`config.mk`:
```
export PLATFORM = sky130hd
export DESIGN_NAME = duty_pwm
export DESIGN_NICKNAME = d
export VERILOG_FILES = /design/src/rtl/duty_pwm_pkg.sv /design/src/rtl/duty_pwm_regs.sv /design/src/rtl/duty_pwm_presc.sv /design/src/rtl/duty_pwm_phase.sv /design/src/rtl/duty_pwm_cmp.sv /design/src/rtl/duty_pwm.sv
export SDC_FILE = /design/constraint.sdc
export NUM_CORES = 1
export LEC_CHECK = 0
export CORE_ASPECT_RATIO = 0.9
export CORE_MARGIN = 1.5
export CORE_UTILIZATION = 42
export DETAILED_ROUTE_END_ITERATION = 16
export GPL_ROUTABILITY_DRIVEN = 1
export PLACE_DENSITY = 0.76
export SLEW_MARGIN = 5
export SYNTH_ARGS = -nofsm -noshare
export SYNTH_HDL_FRONTEND = slang
export SYNTH_SLANG_ARGS = --single-unit
```
`constraint.sdc`:
```
create_clock -name clk -period 1.69 [get_ports clk]
set_input_delay 0.338 -clock clk [delete_from_list [all_inputs] [get_ports clk]]
set_output_delay 0.338 -clock clk [all_outputs]
set_load 0.005 [all_outputs]
```
`src/rtl/duty_pwm_pkg.sv`:
```
package duty_pwm_pkg;
  localparam int CTRL_W   = 32;
  localparam int DIV_W    = 13;
  localparam int DUTY_W   = 8;
  localparam int DIV_LSB  = 0;
  localparam int DUTY_LSB = 16;
  localparam int FULL_BIT = 24;
  localparam int EN_BIT   = 31;

  typedef struct packed {
    logic              en;
    logic              full;
    logic [DUTY_W-1:0] duty;
    logic [DIV_W-1:0]  divisor;
  } pwm_cfg_t;

  localparam logic [CTRL_W-1:0] LIVE_MASK =
    (CTRL_W'(1) << EN_BIT) | (CTRL_W'(1) << FULL_BIT) |
    (CTRL_W'((1 << DUTY_W) - 1) << DUTY_LSB) |
    (CTRL_W'((1 << DIV_W) - 1) << DIV_LSB);

  function automatic pwm_cfg_t cfg_from_word(input logic [CTRL_W-1:0] w);
    pwm_cfg_t c;
    c.en      = w[EN_BIT];
    c.full    = w[FULL_BIT];
    c.duty    = w[DUTY_LSB +: DUTY_W];
    c.divisor = w[DIV_LSB +: DIV_W];
    return c;
  endfunction

  function automatic logic [CTRL_W-1:0] word_from_cfg(input pwm_cfg_t c);
    logic [CTRL_W-1:0] w;
    w = '0;
    w[EN_BIT]                = c.en;
    w[FULL_BIT]              = c.full;
    w[DUTY_LSB +: DUTY_W]    = c.duty;
    w[DIV_LSB +: DIV_W]      = c.divisor;
    return w;
  endfunction
endpackage

```
`src/rtl/duty_pwm_regs.sv`:
```
module duty_pwm_regs
  import duty_pwm_pkg::*;
(
  input  logic              clk,
  input  logic              rst,
  input  logic              wr_en,
  input  logic [CTRL_W-1:0] wr_data,
  output pwm_cfg_t          cfg,
  output logic [CTRL_W-1:0] rd_data
);
  pwm_cfg_t cfg_q;

  always_ff @(posedge clk) begin
    if (rst)        cfg_q <= '0;
    else if (wr_en) cfg_q <= cfg_from_word(wr_data);
  end

  assign cfg     = cfg_q;
  assign rd_data = word_from_cfg(cfg_q);


  reserved_zero_chk: assert property (@(posedge clk) disable iff (rst)
    (rd_data & ~LIVE_MASK) == '0);


  reset_clear_chk: assert property (@(posedge clk)
    rst |=> (rd_data == '0));
endmodule

```
`src/rtl/duty_pwm_presc.sv`:
```
module duty_pwm_presc #(
  parameter int DIV_W = 13
) (
  input  logic             clk,
  input  logic             rst,
  input  logic             run,
  input  logic             restart,
  input  logic [DIV_W-1:0] divisor,
  output logic             tick
);
  logic [DIV_W-1:0] cnt;

  assign tick = run && (cnt == divisor);

  always_ff @(posedge clk) begin
    if (rst || restart || !run) cnt <= '0;
    else if (tick)              cnt <= '0;
    else                        cnt <= cnt + 1'b1;
  end


  cnt_bound_chk: assert property (@(posedge clk) disable iff (rst)
    cnt <= divisor);


  presc_restart_chk: assert property (@(posedge clk) disable iff (rst)
    restart |=> (cnt == '0));
endmodule

```
`src/rtl/duty_pwm_phase.sv`:
```
module duty_pwm_phase #(
  parameter int DUTY_W = 8
) (
  input  logic              clk,
  input  logic              rst,
  input  logic              run,
  input  logic              restart,
  input  logic              tick,
  output logic [DUTY_W-1:0] phase
);
  always_ff @(posedge clk) begin
    if (rst || restart || !run) phase <= '0;
    else if (tick)              phase <= phase + 1'b1;
  end


  phase_step_chk: assert property (@(posedge clk) disable iff (rst)
    (tick && run && !restart) |=> (phase == DUTY_W'($past(phase) + 1'b1)));


  phase_hold_chk: assert property (@(posedge clk) disable iff (rst)
    (!tick && run && !restart) |=> $stable(phase));
endmodule

```
`src/rtl/duty_pwm_cmp.sv`:
```
module duty_pwm_cmp #(
  parameter int DUTY_W = 8
) (
  input  logic              run,
  input  logic              full,
  input  logic [DUTY_W-1:0] duty,
  input  logic [DUTY_W-1:0] phase,
  output logic              level
);
  logic below;

  always_comb begin
    below = (phase < duty);
    level = run && (full || below);
  end
endmodule

```
`src/rtl/duty_pwm.sv`:
```
module duty_pwm
  import duty_pwm_pkg::*;
(
  input  logic        clk,
  input  logic        rst,
  input  logic        wr_en,
  input  logic [31:0] wr_data,
  output logic [31:0] rd_data,
  output logic        pwm_out
);
  pwm_cfg_t          cfg;
  logic              tick;
  logic [DUTY_W-1:0] phase;

  duty_pwm_regs u_regs (
    .clk(clk), .rst(rst), .wr_en(wr_en), .wr_data(wr_data),
    .cfg(cfg), .rd_data(rd_data)
  );

  duty_pwm_presc #(.DIV_W(DIV_W)) u_presc (
    .clk(clk), .rst(rst), .run(cfg.en), .restart(wr_en),
    .divisor(cfg.divisor), .tick(tick)
  );

  duty_pwm_phase #(.DUTY_W(DUTY_W)) u_phase (
    .clk(clk), .rst(rst), .run(cfg.en), .restart(wr_en),
    .tick(tick), .phase(phase)
  );

  duty_pwm_cmp #(.DUTY_W(DUTY_W)) u_cmp (
    .run(cfg.en), .full(cfg.full), .duty(cfg.duty),
    .phase(phase), .level(pwm_out)
  );


  full_high_chk: assert property (@(posedge clk) disable iff (rst)
    (rd_data[EN_BIT] && rd_data[FULL_BIT]) |-> pwm_out);


  zero_duty_low_chk: assert property (@(posedge clk) disable iff (rst)
    (rd_data[EN_BIT] && !rd_data[FULL_BIT] &&
     rd_data[DUTY_LSB +: DUTY_W] == '0) |-> !pwm_out);


  stop_now_chk: assert property (@(posedge clk) disable iff (rst)
    (wr_en && !wr_data[EN_BIT]) |=> !pwm_out);


  restart_zero_chk: assert property (@(posedge clk) disable iff (rst)
    wr_en |=> (phase == '0));
endmodule

```
==> reports/metrics.sh, run 1 <==
OUTCOME='finished, violations left'
FAILED_CHECKS='setup timing'
CRITPATHARRIVALTIME_PS=1690
DRIVE_ABOVE_1_SHARE_PCT=35.1
CLOCK_TREE_FROM_TRITONCTS='done'
OVERFLOW=0
GRT_PASS1_VIAS=1829
DIE_H_UM=71.6
DRT.ANTENNA.VIOLATING_NETS=0
HOLD_PATH.CLASS='register to register'
PERIOD_NEEDED_PS=2030
YOSYS_WARNINGS=0
CTS_BUFFERS=5
SYNTH.MUX.AREA_FRACTION_PCT=10.5
NUM_VIAS=2115
TOP_FANOUT_VALUE_ON_THE_CRITICAL_PATH=2
WORST_R2R_ENDPOINT='u_phase.phase[2]'
WORST-R2R-CELL-COUNT=5
GP_ROUTABILITY_CONGESTION=0.815
POST_SYNTH_MAIN_AREA_CONTRIBUTORS='sky130_fd_sc_hd__dfxtp_1, sky130_fd_sc_hd__mux2i_1, sky130_fd_sc_hd__xor2_1'
FIN_NETS=371
SYNTH-ADDER-AREA-SHARE_PCT=5.13
PORT-BUFFER-COUNT=49
GRT_START_MAX_NET_PINS=24
SETUP.WORST_PATH.START_CLASS='register'
SYNTHSIMPLEGATEAREAFRAC_PCT=20.9
POST_SYNTH_XOR_AREA_FRACTION_PCT=9.57
SYN-INSTANCE-COUNT=236
I_O_PIN_CNT=68
SETUP_VIOLATIONS=20
GRT_FIRST_PASS_WIRELENGTH_MM=8.59
CTS_ROOT_BUFFER='sky130_fd_sc_hd__clkbuf_8'
R2R_SETUP_SLACK_PS=-140
ANTENNA_FOUND_INITIAL=0
TIMING.CRITICAL_PATH.FROM='u_regs.cfg[18]'
POST-ROUTE-PERIOD-UTIL_PCT=120
COMBINATIONAL_POWER_SHARE_PCT=20.3
TOTALWIRELENGTH_MM=6.71
CORE_AREA_MM2=0.00495
CAP_VIOL_MAX_COUNT=0
YOSYS.AREA.TOP_TYPE='sky130_fd_sc_hd__dfxtp_1'
SYNTH.YOSYS.SEQ_AREA_SHARE_PCT=40.1
CTS.CLK_SLEW.WORST_PATHS_PS=90
FLOORPLAN.INITIALDENSITY_PCT=44.3
DRT_ITER0_MARKERS=190
POST_SYNTH.CELL_AREA_AVG_UM2=9.31
POST_SYNTHESIS_TO_FINAL_LAYOUT_AREA_GROWTH_PCT=58.4
SEQ_POWER_SHARE_PCT=45.1
CLOCK_LATENCY_PS=300
CLOCK_PATH_BUFFERS=2
ROWS=24
SINKS_ON_CLOCK_NET=44
FINAL-MAX-SLEW-VIOLATION-COUNT=0
GRT_SETUP_UNREPAIRED='yes'
FINALHOLDVIOLATIONS=0
DOMINANT_COMBINATIONAL_CELL_FAMILY_BY_AREA_AFTER_SYNTHESIS='simple AND/OR/NAND/NOR gates'
CELL_INTERNAL_PWR_mW=1.79
NUMBER_OF_VIAS_PER_CELL_AFTER_DETAILED_ROUTING=5.38
CTS_MAX_LEVEL=2
POST_SYNTHESIS_COMPOUND_GATE_AREA_FRACTION_PCT=7.12
SYNTH_TOP_CELL_AREA_SHARE_PCT=40.1
TOTAL_LEAKAGE_POWER_nW=1.44
TYPE_OF_THE_SETUP_PATH_WITH_THE_LEAST_SLACK='register to output port'
CTS_HOLD_BUF=0
GLOBALROUTETOTALUTIL_PCT=19.7
IRDROPWORSTVDD_V=0.000682
POWER_PER_CELL_AREA_mW_PER_MM2=701
RR_STARTPOINT='u_regs.cfg[9]'
REQUIRED_PS=1350
POWER_SWITCHING_SHARE_PCT=26.6
FP.DIEW_UM=79.2
ENDPOINT='pwm_out'
SYNTH_AREA_MM2=0.00220
PLACE_WORST_SETUP_SLACK_PS=-506
DRT_PASS1_ITERATIONS=4
FINAL_CRITICAL_PATH_SETUP_SLACK_PS=-342
POST-DP-HPWL_MM=3.87
P_SWITCHING_uW=649
ANTENNA_CELLS=0
WORSTSETUPENDPOINTTYPE='output port'
CLKPWRFRAC_PCT=34.6
SYNTH_SEQ_CELLS=44
SETUP_TOTAL_NEGATIVE_SLACK_PS=-1260
WL_CELL_UM=17.1
DRC_VIOLATIONS=0
FMAX_MHz=492
POST_SYNTH_NUM_CELL_TYPES=40
DIEAREA_MM2=0.00567
FINAL_SETUP_SKEW_PS=11.2
-- placed cells by master, fill, tap and decap left out, types with 4 or more instances in the layout --
| cell | n |
|---|---|
| sky130_fd_sc_hd__xor2_1 | 12 |
| sky130_fd_sc_hd__clkdlybuf4s50_1 | 48 |
| sky130_fd_sc_hd__nand3_1 | 8 |
| sky130_fd_sc_hd__buf_4 | 39 |
| sky130_fd_sc_hd__nor3_2 | 11 |
| sky130_fd_sc_hd__nor2_1 | 29 |
| sky130_fd_sc_hd__inv_1 | 6 |
| sky130_fd_sc_hd__buf_6 | 6 |
| sky130_fd_sc_hd__ha_1 | 5 |
| sky130_fd_sc_hd__conb_1 | 9 |
| sky130_fd_sc_hd__nand2_1 | 12 |
| sky130_fd_sc_hd__nor3_4 | 4 |
| sky130_fd_sc_hd__dfxtp_2 | 13 |
| sky130_fd_sc_hd__xnor2_1 | 7 |
| sky130_fd_sc_hd__dfxtp_1 | 30 |
| sky130_fd_sc_hd__mux2i_1 | 23 |
| sky130_fd_sc_hd__clkbuf_8 | 5 |
-- cell type report --
class	instances	area, µm²
well taps	65	81.3
flip-flops and latches	44	901
multi-input cells	174	1500
clock inverters	3	46.3
clock buffers	5	68.8
fillers	343	1470
repair buffers	95	861
inverters	7	26.3
-- worst min path at each step --
stage                     start               end  depth (start not counted)  slack, ps
6_report       u_phase.phase[7]  u_phase.phase[7]                          2        540
4_1_cts        u_phase.phase[7]  u_phase.phase[7]                          2        520
3_5_place_dp   u_phase.phase[7]  u_phase.phase[7]                          2        470
3_3_place_gp   u_phase.phase[7]  u_phase.phase[7]                          2        470
5_1_grt        u_phase.phase[6]  u_phase.phase[6]                          2        560
2_1_floorplan  u_phase.phase[7]  u_phase.phase[7]                          2        450
-- worst max-delay path, stage by stage (launching register included) --
cell and delay, ps:
sky130_fd_sc_hd__dfxtp_2 340, sky130_fd_sc_hd__inv_2 40, sky130_fd_sc_hd__ha_4 210, sky130_fd_sc_hd__a21o_1 160
sky130_fd_sc_hd__a21o_1 170, sky130_fd_sc_hd__a21oi_2 120, sky130_fd_sc_hd__o31a_1 140, sky130_fd_sc_hd__o21a_1 110
sky130_fd_sc_hd__buf_2 110
-- metal layers --
layer	GRT usage (%)	wire length (µm)	share of wire [%]	vias up
met5	0	0	0	-
met4	7.60	204	3.0	0
met3	3.82	361	5.4	21
met2	28.9	3190	48	88
met1	28.4	2950	44	1009
li1	-	-	-	997
-- flip-flops by register name (all words and copies together), names as in the netlist --
register       count
u_phase.phase      8
u_regs.cfg        23
u_presc.cnt       13
-- stage by stage --
stage / utilization [%] / cells / hold slack, ps / power (mW) / instance area, µm²
6_report: 70.3 / 393 / 538 / 2.44 / 3480
5_1_grt: 70.3 / 393 / 560 / 2.53 / 3480
4_1_cts: 64.2 / 389 / 521 / 2.35 / 3180
3_5_place_dp: 60.1 / 377 / 472 / 1.50 / 2980
3_3_place_gp: 60.1 / 377 / 470 / 1.49 / 2980
2_1_floorplan: - / 244 / 447 / 1.30 / 2230
-- synthesized netlist by cell type --
cell type and instances:
sky130_fd_sc_hd__dfxtp_1 44, sky130_fd_sc_hd__nor2_1 30, sky130_fd_sc_hd__mux2i_1 23, sky130_fd_sc_hd__nor3_1 15, sky130_fd_sc_hd__xor2_1 14, sky130_fd_sc_hd__nand2_1 12, sky130_fd_sc_hd__buf_4 11, sky130_fd_sc_hd__xnor2_1 10
sky130_fd_sc_hd__ha_1 9, sky130_fd_sc_hd__nand3_1 9, sky130_fd_sc_hd__clkbuf_1 7, sky130_fd_sc_hd__inv_1 7, sky130_fd_sc_hd__a21oi_1 4, sky130_fd_sc_hd__a21o_1 3, sky130_fd_sc_hd__and3_1 3, sky130_fd_sc_hd__and4_1 3
sky130_fd_sc_hd__nand4_1 3, sky130_fd_sc_hd__or3_1 3, sky130_fd_sc_hd__a31o_2 2, sky130_fd_sc_hd__nand2b_1 2, sky130_fd_sc_hd__o311ai_0 2, sky130_fd_sc_hd__o41ai_1 2, sky130_fd_sc_hd__a211oi_1 1, sky130_fd_sc_hd__a31oi_1 1
sky130_fd_sc_hd__a41o_1 1, sky130_fd_sc_hd__a41oi_1 1, sky130_fd_sc_hd__buf_1 1, sky130_fd_sc_hd__buf_2 1, sky130_fd_sc_hd__conb_1 1, sky130_fd_sc_hd__nand3_2 1, sky130_fd_sc_hd__nand4_4 1, sky130_fd_sc_hd__nor3b_1 1
sky130_fd_sc_hd__nor4_2 1, sky130_fd_sc_hd__nor4_4 1, sky130_fd_sc_hd__o21a_1 1, sky130_fd_sc_hd__o21ai_0 1, sky130_fd_sc_hd__o31a_1 1, sky130_fd_sc_hd__o31ai_1 1, sky130_fd_sc_hd__or2_2 1, sky130_fd_sc_hd__or4_1 1
-- cell families (layout without fill, tap and decap cells) --
family | Yosys count | count (layout)
adders and majority gates | 9 | 9
and+or+nand+nor | 87 | 88
muxes | 23 | 23
other | 1 | 9
AOI/OAI and AO/OA | 21 | 21
xor gates and xnor gates | 24 | 24
DFF | 44 | 44
buffers and inverters | 27 | 110
-- power by group through the flow --
stage	logic, mW	clock network (mW)	registers, mW
2_1_floorplan	0.178	0	1.12
3_3_place_gp	0.371	0	1.12
3_5_place_dp	0.375	0	1.12
4_1_cts	0.410	0.844	1.10
5_1_grt	0.525	0.900	1.11
6_report	0.495	0.844	1.10
-- what timing repair did --
action / CTS / global route
endpoints found under the setup margin: 8 / 22
resized for setup: 24 / 53
pin swaps: 15 / 23
setup buffers: 4 / 3
gates cloned: 0 / 1
Note: power is estimated with default switching activity, not from simulation.
==> inputs of run 2 (changes only) <==
Settings changed: GPL_TIMING_DRIVEN from default to 0.
==> run 2 against run 1 <==
  * The run still ends with setup timing left
  * Final area down 4.4%
  * Total power down 6.8%
  * Clock skew down 1.3 ps
  * Core utilization down 3.1 points
  * Critical path depth down 2
  * Largest cell class unchanged
==> reports/metrics.sh, run 2 (synthesis results as in run 1) <==
POST_SYNTHESIS_TO_FINAL_LAYOUT_AREA_GROWTH_PCT=51.4
SETUP_VIOLATIONS=9  # -55%
GRT_FIRST_PASS_WIRELENGTH_MM=8.50  # -1.0%
SINKS_ON_CLOCK_NET=44  # unchanged
CTS.CLK_SLEW.WORST_PATHS_PS=80  # about the same
POWER_PER_CELL_AREA_mW_PER_MM2=684  # -2.5%
DRT.ANTENNA.VIOLATING_NETS=0  # unchanged
TIMING.HOLD.WORST.START='rst'
FINAL_COMMON_CELL='sky130_fd_sc_hd__clkdlybuf4s50_1'
LAYOUT.CORE_UTILIZATION_PCT=67.1  # -3.1 points
ANTENNA_CELLS=0  # unchanged
TOTALWIRELENGTH_MM=5.73  # -15%
POWER_SWITCHING_SHARE_PCT=26.7  # +0.18 points
P_SWITCHING_uW=608  # -6.2%
CORE_AREA_MM2=0.00495  # unchanged
SETUP.WORST_PATH.START_CLASS='register'
MOST-COMMON-LAYOUT-CELLS='sky130_fd_sc_hd__clkdlybuf4s50_1, sky130_fd_sc_hd__nor2_1, sky130_fd_sc_hd__dfxtp_1'
TYPE_OF_THE_SETUP_PATH_WITH_THE_LEAST_SLACK='register to output port'
FMAX_MHz=498  # +1.2%
OUTCOME='finished, violations left'
FINAL_SETUP_SKEW_PS=9.93  # -1.31 ps
DRT_PASS1_ITERATIONS=4  # unchanged
GRT_START_MAX_NET_PINS=14  # -42%
WHS_PS=427  # -111 ps
HOLD_PATH.CLASS='input pin to register'
PLACEDINSTANCEAREA_MM2=0.00278  # -6.6%
RR_STARTPOINT='u_regs.cfg[3]'
NUMBER_OF_VIAS_PER_CELL_AFTER_DETAILED_ROUTING=5.18  # -3.7%
FIN_NETS=361  # -2.7%
FILL_CELLS=361  # +5.2%
OVERFLOW=0  # unchanged
WORSTHOLDENDPOINT='u_regs.cfg[21]'
POST-DP-HPWL_MM=3.66  # -5.5%
PORT-BUFFER-COUNT=47  # -4.1%
FIN_AREA_MM2=0.00333  # -4.4%
DRC_VIOLATIONS=0  # unchanged
CAP_VIOL_MAX_COUNT=0  # unchanged
FINALHOLDVIOLATIONS=0  # unchanged
FINAL-MAX-SLEW-VIOLATION-COUNT=0  # unchanged
WL_CELL_UM=15.0  # -12%
WORST_R2R_ENDPOINT='u_phase.phase[4]'
CTS_BUFFERS=5  # unchanged
GLOBALROUTETOTALUTIL_PCT=19.1  # -0.51 points
TOP_FANOUT_VALUE_ON_THE_CRITICAL_PATH=4  # +2
POST-ROUTE-PERIOD-UTIL_PCT=119  # -1.4 points
TOTALPOWERFINAL_mW=2.28  # -6.8%
CTS_HOLD_BUF=0  # unchanged
GP_ROUTABILITY_CONGESTION=0.801  # -1.7%
ROWS=24  # unchanged
WORST-R2R-CELL-COUNT=6  # +1
ANTENNA_FOUND_INITIAL=0  # unchanged
CLOCK_LATENCY_PS=300  # about the same
DRT_ITER0_MARKERS=167  # -12%
FLOORPLAN.INITIALDENSITY_PCT=44.3  # unchanged
FLIP_FLOP_COUNT_OF_THE_LARGEST_REGISTER_ALL_COPIES_AND_WORDS_ADDED=23  # unchanged
FINAL-INSTANCE-COUNT-EXCL-FILL=383  # -2.5%
GRT_SETUP_UNREPAIRED='yes'
SLEW_HEADROOM_PCT=52.4
CTS_ROOT_BUFFER='sky130_fd_sc_hd__clkbuf_8'
MAX_SLEW.WORST_PIN.SLEW_PS=714
TIMING.CRITICAL_PATH.FROM='u_phase.phase[1]'
PLACE_WORST_SETUP_SLACK_PS=-576  # -70.1 ps
FAILED_CHECKS='setup timing'
PERIOD_NEEDED_PS=2010  # -24.0 ps
R2R_SETUP_SLACK_PS=-70  # +70 ps
WORSTSETUPENDPOINTTYPE='output port'
PLACEDCELLCOUNT=356  # -5.6%
CLKPWRFRAC_PCT=30.8  # -3.8 points
DIE_H_UM=71.6  # unchanged
DRIVE_ABOVE_1_SHARE_PCT=32.4  # -2.7 points
CLOCK_PATH_BUFFERS=2  # unchanged
CLOCK_TREE_FROM_TRITONCTS='done'
FP.DIEW_UM=79.2  # unchanged
FINAL_CRITICAL_PATH_SETUP_SLACK_PS=-318  # +24.0 ps
GRT_PASS1_VIAS=1770  # -3.2%
TIMING.HOLD.WORST_PATH_DEPTH=2  # unchanged
CRITPATHARRIVALTIME_PS=1670  # -20 ps
SEQ_POWER_SHARE_PCT=48.4  # +3.3 points
SETUP_TOTAL_NEGATIVE_SLACK_PS=-552  # +709 ps
DIEAREA_MM2=0.00567  # unchanged
REQUIRED_PS=1350  # about the same
CELL_INTERNAL_PWR_mW=1.67  # -7.0%
I_O_PIN_CNT=68  # unchanged
NUM_VIAS=1985  # -6.1%
IRDROPWORSTVDD_V=0.000533  # -22%
TOTAL_LEAKAGE_POWER_nW=1.36  # -5.7%
COMBINATIONAL_POWER_SHARE_PCT=20.8  # +0.5 points
CTS_MAX_LEVEL=2  # unchanged
[run 2: timing repair]
| action | 4_1_cts | 5_1_grt |
|---|---|---|
| buffers inserted | 17 | 1 |
| pin swaps | 13 | 19 |
| gates cloned | 1 | 1 |
| endpoints found under the setup margin | 21 | 21 |
| gates resized for setup | 34 | 49 |
[run 2: worst max path at each step]
stage	slack [ps]	endpoint	cells after the start
floorplan	1	pwm_out	7
global placement	-530	pwm_out	8
detailed placement	-580	pwm_out	8
CTS	-310	pwm_out	7
global route	-380	pwm_out	7
finish	-320	pwm_out	6
[run 2: cell type report]
class | count | area [µm²] | share of cell area [%]
clock buffers | 7 | 86.3 | 2.59
multi-input cells | 174 | 1460 | 43.7
well taps | 65 | 81.3 | 2.44
flip-flops and latches | 44 | 915 | 27.5
plain buffers | 19 | 121 | 3.65
repair buffers | 66 | 634 | 19.1
inverters | 7 | 26.3 | 0.790
clock inverters | 1 | 7.51 | 0.226
[run 2: power by group through the flow]
stage | Clock (mW) | Combinational (mW) | Sequential (mW)
after CTS | 0.693 | 0.418 | 1.10
after floorplan | 0 | 0.178 | 1.12
after detailed placement | 0 | 0.334 | 1.13
after global placement | 0 | 0.329 | 1.13
after global routing | 0.746 | 0.506 | 1.11
final | 0.700 | 0.473 | 1.10
[run 2: worst max-delay path, cell delays in order, from the launching register on]
cell,delay [ps]
sky130_fd_sc_hd__dfxtp_1,380
sky130_fd_sc_hd__ha_4,280
sky130_fd_sc_hd__a21o_1,110
sky130_fd_sc_hd__a211oi_2,60
sky130_fd_sc_hd__o31a_1,270
sky130_fd_sc_hd__o21a_1,160
sky130_fd_sc_hd__buf_2,120
[run 2: layer usage]
layer / vias to the layer above / routed length, µm / GRT usage (%)
met3: 4 / 350 / 3.69
met2: 76 / 2690 / 28.3
met1: 937 / 2650 / 27.7
met5: - / 0 / 0
met4: 0 / 42 / 7.02
li1: 968 / - / -
==> inputs of run 3 (changes only) <==
Settings changed: MAX_ROUTING_LAYER from default to met4.
Clock period 1.69 ns to 1.7 ns, I/O delays scaled along.
==> run 3 against run 2 <==
  * Sequential share of layout area grew 0.38 points
  * Register-to-register slack about the same
  * Combinational power shrank 5.9%
  * First-iteration DRC count is 28% lower
  * Sequential power about the same
  * Critical path type unchanged
  * Wire length down 3.2%
  * Global-route usage increased by 0.21 points
  * Final area is 1.4% lower
  * Worst setup slack better by 23 ps
  * Core utilization down 0.91 points
  * The flow still finishes with violations (setup timing)
==> reports/metrics.sh, run 3 (synthesis results as in run 1) <==
CLOCK_LATENCY_PS=290  # about the same
I_O_PIN_CNT=68  # unchanged
ROUTEDLENGTHMET1_MM=2.62  # -0.98%
ANTENNA_CELLS=0  # unchanged
SETUP_TOTAL_NEGATIVE_SLACK_PS=-989  # -437 ps
DIEAREA_MM2=0.00567  # unchanged
CELL_CLASS_CONTRIBUTING_THE_BIGGEST_SHARE_OF_WORST_PATH_DELAY='compound AO/OA/AOI/OAI gates'
SINKS_ON_CLOCK_NET=44  # unchanged
FLOORPLAN.INITIALDENSITY_PCT=44.3  # unchanged
GP_ROUTABILITY_CONGESTION=0.800  # -0.11%
OUTCOME='finished, violations left'
CLOCK_PATH_BUFFERS=2  # unchanged
TOTALPOWERFINAL_mW=2.22  # -2.3%
TOTAL_LEAKAGE_POWER_nW=1.32  # -3.0%
GRT_START_MAX_NET_PINS=14  # unchanged
IRDROPWORSTVDD_V=0.000515  # -3.3%
ANTENNA_FOUND_INITIAL=0  # unchanged
FAILED_CHECKS='setup timing'
MET2_WIRELENGTH_MM=2.65  # -1.4%
SLEW_HEADROOM_PCT=52.7  # +0.30 points
TIMING.CRITICAL_PATH.FROM='u_phase.phase[6]'
WORST-R2R-CELL-COUNT=7  # +1
DRT_ITER0_MARKERS=121  # -28%
HOLD_PATH.CLASS='input pin to register'
DRC_VIOLATIONS=0  # unchanged
POST-DP-HPWL_MM=3.67  # +0.21%
CORE_AREA_MM2=0.00495  # unchanged
CRITPATHARRIVALTIME_PS=1660  # about the same
FINAL_SETUP_SKEW_PS=10.2  # +0.239 ps
CP.BUFFERS_INVERTERS=1  # unchanged
MET3_LENGTH_UM=206  # -41%
TOTALWIRELENGTH_MM=5.55  # -3.2%
REQUIRED_PS=1360  # about the same
NUMBER_OF_VIAS_PER_CELL_AFTER_DETAILED_ROUTING=5.12  # -1.2%
FP.DIEW_UM=79.2  # unchanged
FINALHOLDVIOLATIONS=0  # unchanged
CTS_BUFFERS=5  # unchanged
DIE_H_UM=71.6  # unchanged
TOP_FANOUT_VALUE_ON_THE_CRITICAL_PATH=4  # unchanged
FINAL-MAX-SLEW-VIOLATION-COUNT=0  # unchanged
FINAL_CRITICAL_PATH_SETUP_SLACK_PS=-295  # +22.9 ps
PATH_CELLS='ha_1 > a21o_1 > a21oi_2 > o31a_1 > o21a_1 > buf_2'
R2R_SETUP_SLACK_PS=-70  # about the same
PERIOD_NEEDED_PS=2000
GRT_SETUP_UNREPAIRED='yes'
TYPE_OF_THE_SETUP_PATH_WITH_THE_LEAST_SLACK='register to output port'
TIMING.HOLD.WORST.START='rst'
MOST-COMMON-LAYOUT-CELLS='sky130_fd_sc_hd__clkdlybuf4s50_1, sky130_fd_sc_hd__nor2_1, sky130_fd_sc_hd__dfxtp_1'
CRITICAL-PATH-MAX-STAGE-DELAY_PS=430  # +50 ps
FINAL_COMMON_CELL='sky130_fd_sc_hd__clkdlybuf4s50_1'
LEVELS_ON_CRIT_PATH=6  # unchanged
FLIP_FLOP_COUNT_OF_THE_LARGEST_REGISTER_ALL_COPIES_AND_WORDS_ADDED=23  # unchanged
PORT-BUFFER-COUNT=47  # unchanged
SETUP.WORST_PATH.START_CLASS='register'
ENDPOINT='pwm_out'
DRT.ANTENNA.VIOLATING_NETS=0  # unchanged
MAX_SLEW.WORST_PIN.SLEW_PS=710  # -4.43 ps
WORST_R2R_ENDPOINT='u_presc.cnt[0]'
CTS_ROOT_BUFFER='sky130_fd_sc_hd__clkbuf_8'
GRT_FIRST_PASS_WIRELENGTH_MM=8.33  # -2.0%
DRIVE_ABOVE_1_SHARE_PCT=30.7  # -1.7 points
FIN_NETS=356  # -1.4%
CTS.CLK_SLEW.WORST_PATHS_PS=90  # about the same
NUM_VIAS=1936  # -2.5%
SETUP_VIOLATIONS=17  # +8
OVERFLOW=0  # unchanged
GRT_PASS1_VIAS=1763  # -0.40%
TOP_LAYER_USED='met4'
FMAX_MHz=501
CRIT_SLOWEST_CELL='sky130_fd_sc_hd__dfxtp_1'
POST_SYNTHESIS_TO_FINAL_LAYOUT_AREA_GROWTH_PCT=49.4
DRT_PASS1_ITERATIONS=4  # unchanged
CTS_MAX_LEVEL=2  # unchanged
CAP_VIOL_MAX_COUNT=0  # unchanged
POST-ROUTE-PERIOD-UTIL_PCT=117
ROWS=24  # unchanged
RR_STARTPOINT='u_regs.cfg[9]'
FILL_CELLS=396  # +9.7%
WORSTSETUPENDPOINTTYPE='output port'
POWER_PER_CELL_AREA_mW_PER_MM2=677  # -0.99%
GLOBALROUTETOTALUTIL_PCT=19.4  # +0.21 points
CLOCK_TREE_FROM_TRITONCTS='done'
WL_CELL_UM=14.7  # -1.9%
==> run 3: layout make-up <==
cell class | count | area (µm²) | area share [%]
well taps | 65 | 81.3 | 2.48
repair buffers | 62 | 597 | 18.2
inverters | 7 | 26.3 | 0.801
plain buffers | 19 | 124 | 3.77
flip-flops and latches | 44 | 915 | 27.9
multi-input cells | 173 | 1450 | 44.0
clock buffers | 7 | 86.3 | 2.63
clock inverters | 1 | 7.51 | 0.229
==> run 3: timing repair <==
| action | in CTS | in global routing |
|---|---|---|
| pin swaps | 12 | 21 |
| cloned | 0 | 1 |
| hold endpoints to repair | 0 | 0 |
| setup buffers | 11 | 3 |
| hold buffers | 0 | 0 |
| resized for setup | 28 | 54 |
| setup endpoints to repair | 22 | 22 |
==> run 3: power breakdown <==
| part | switching [mW] | total, mW | internal (mW) |
|---|---|---|---|
| sequential | 0.0342 | 1.09 | 1.06 |
| clock | 0.352 | 0.682 | 0.331 |
| combinational | 0.195 | 0.445 | 0.250 |
==> run 3: metrics by stage <==
stage	cells	area, µm²	utilization [%]	hold slack (ps)	setup WS (ps)
after global routing	378	3280	66.2	460	-347
after global placement	356	2780	56.1	464	-530
after detailed placement	356	2780	56.1	480	-553
after floorplan	244	2230	-	447	2.31
after CTS	375	3010	60.8	417	-294
final	378	3280	66.2	423	-295
==> run 3: how the worst min path moves through the flow <==
stage / end / slack (ps) / depth (start not counted)
after detailed placement: u_phase.phase[7] / 480 / 2
after global routing: u_regs.cfg[21] / 460 / 2
after CTS: u_regs.cfg[20] / 420 / 2
final: u_regs.cfg[20] / 420 / 2
after floorplan: u_phase.phase[7] / 450 / 2
after global placement: u_phase.phase[7] / 460 / 2
==> run 3: routing by layer <==
| layer | up-vias | GRT usage [%] |
|---|---|---|
| met5 | - | - |
| met4 | 0 | 5.07 |
| met3 | 6 | 3.82 |
| met2 | 57 | 28.5 |
| met1 | 918 | 27.2 |
| li1 | 955 | - |
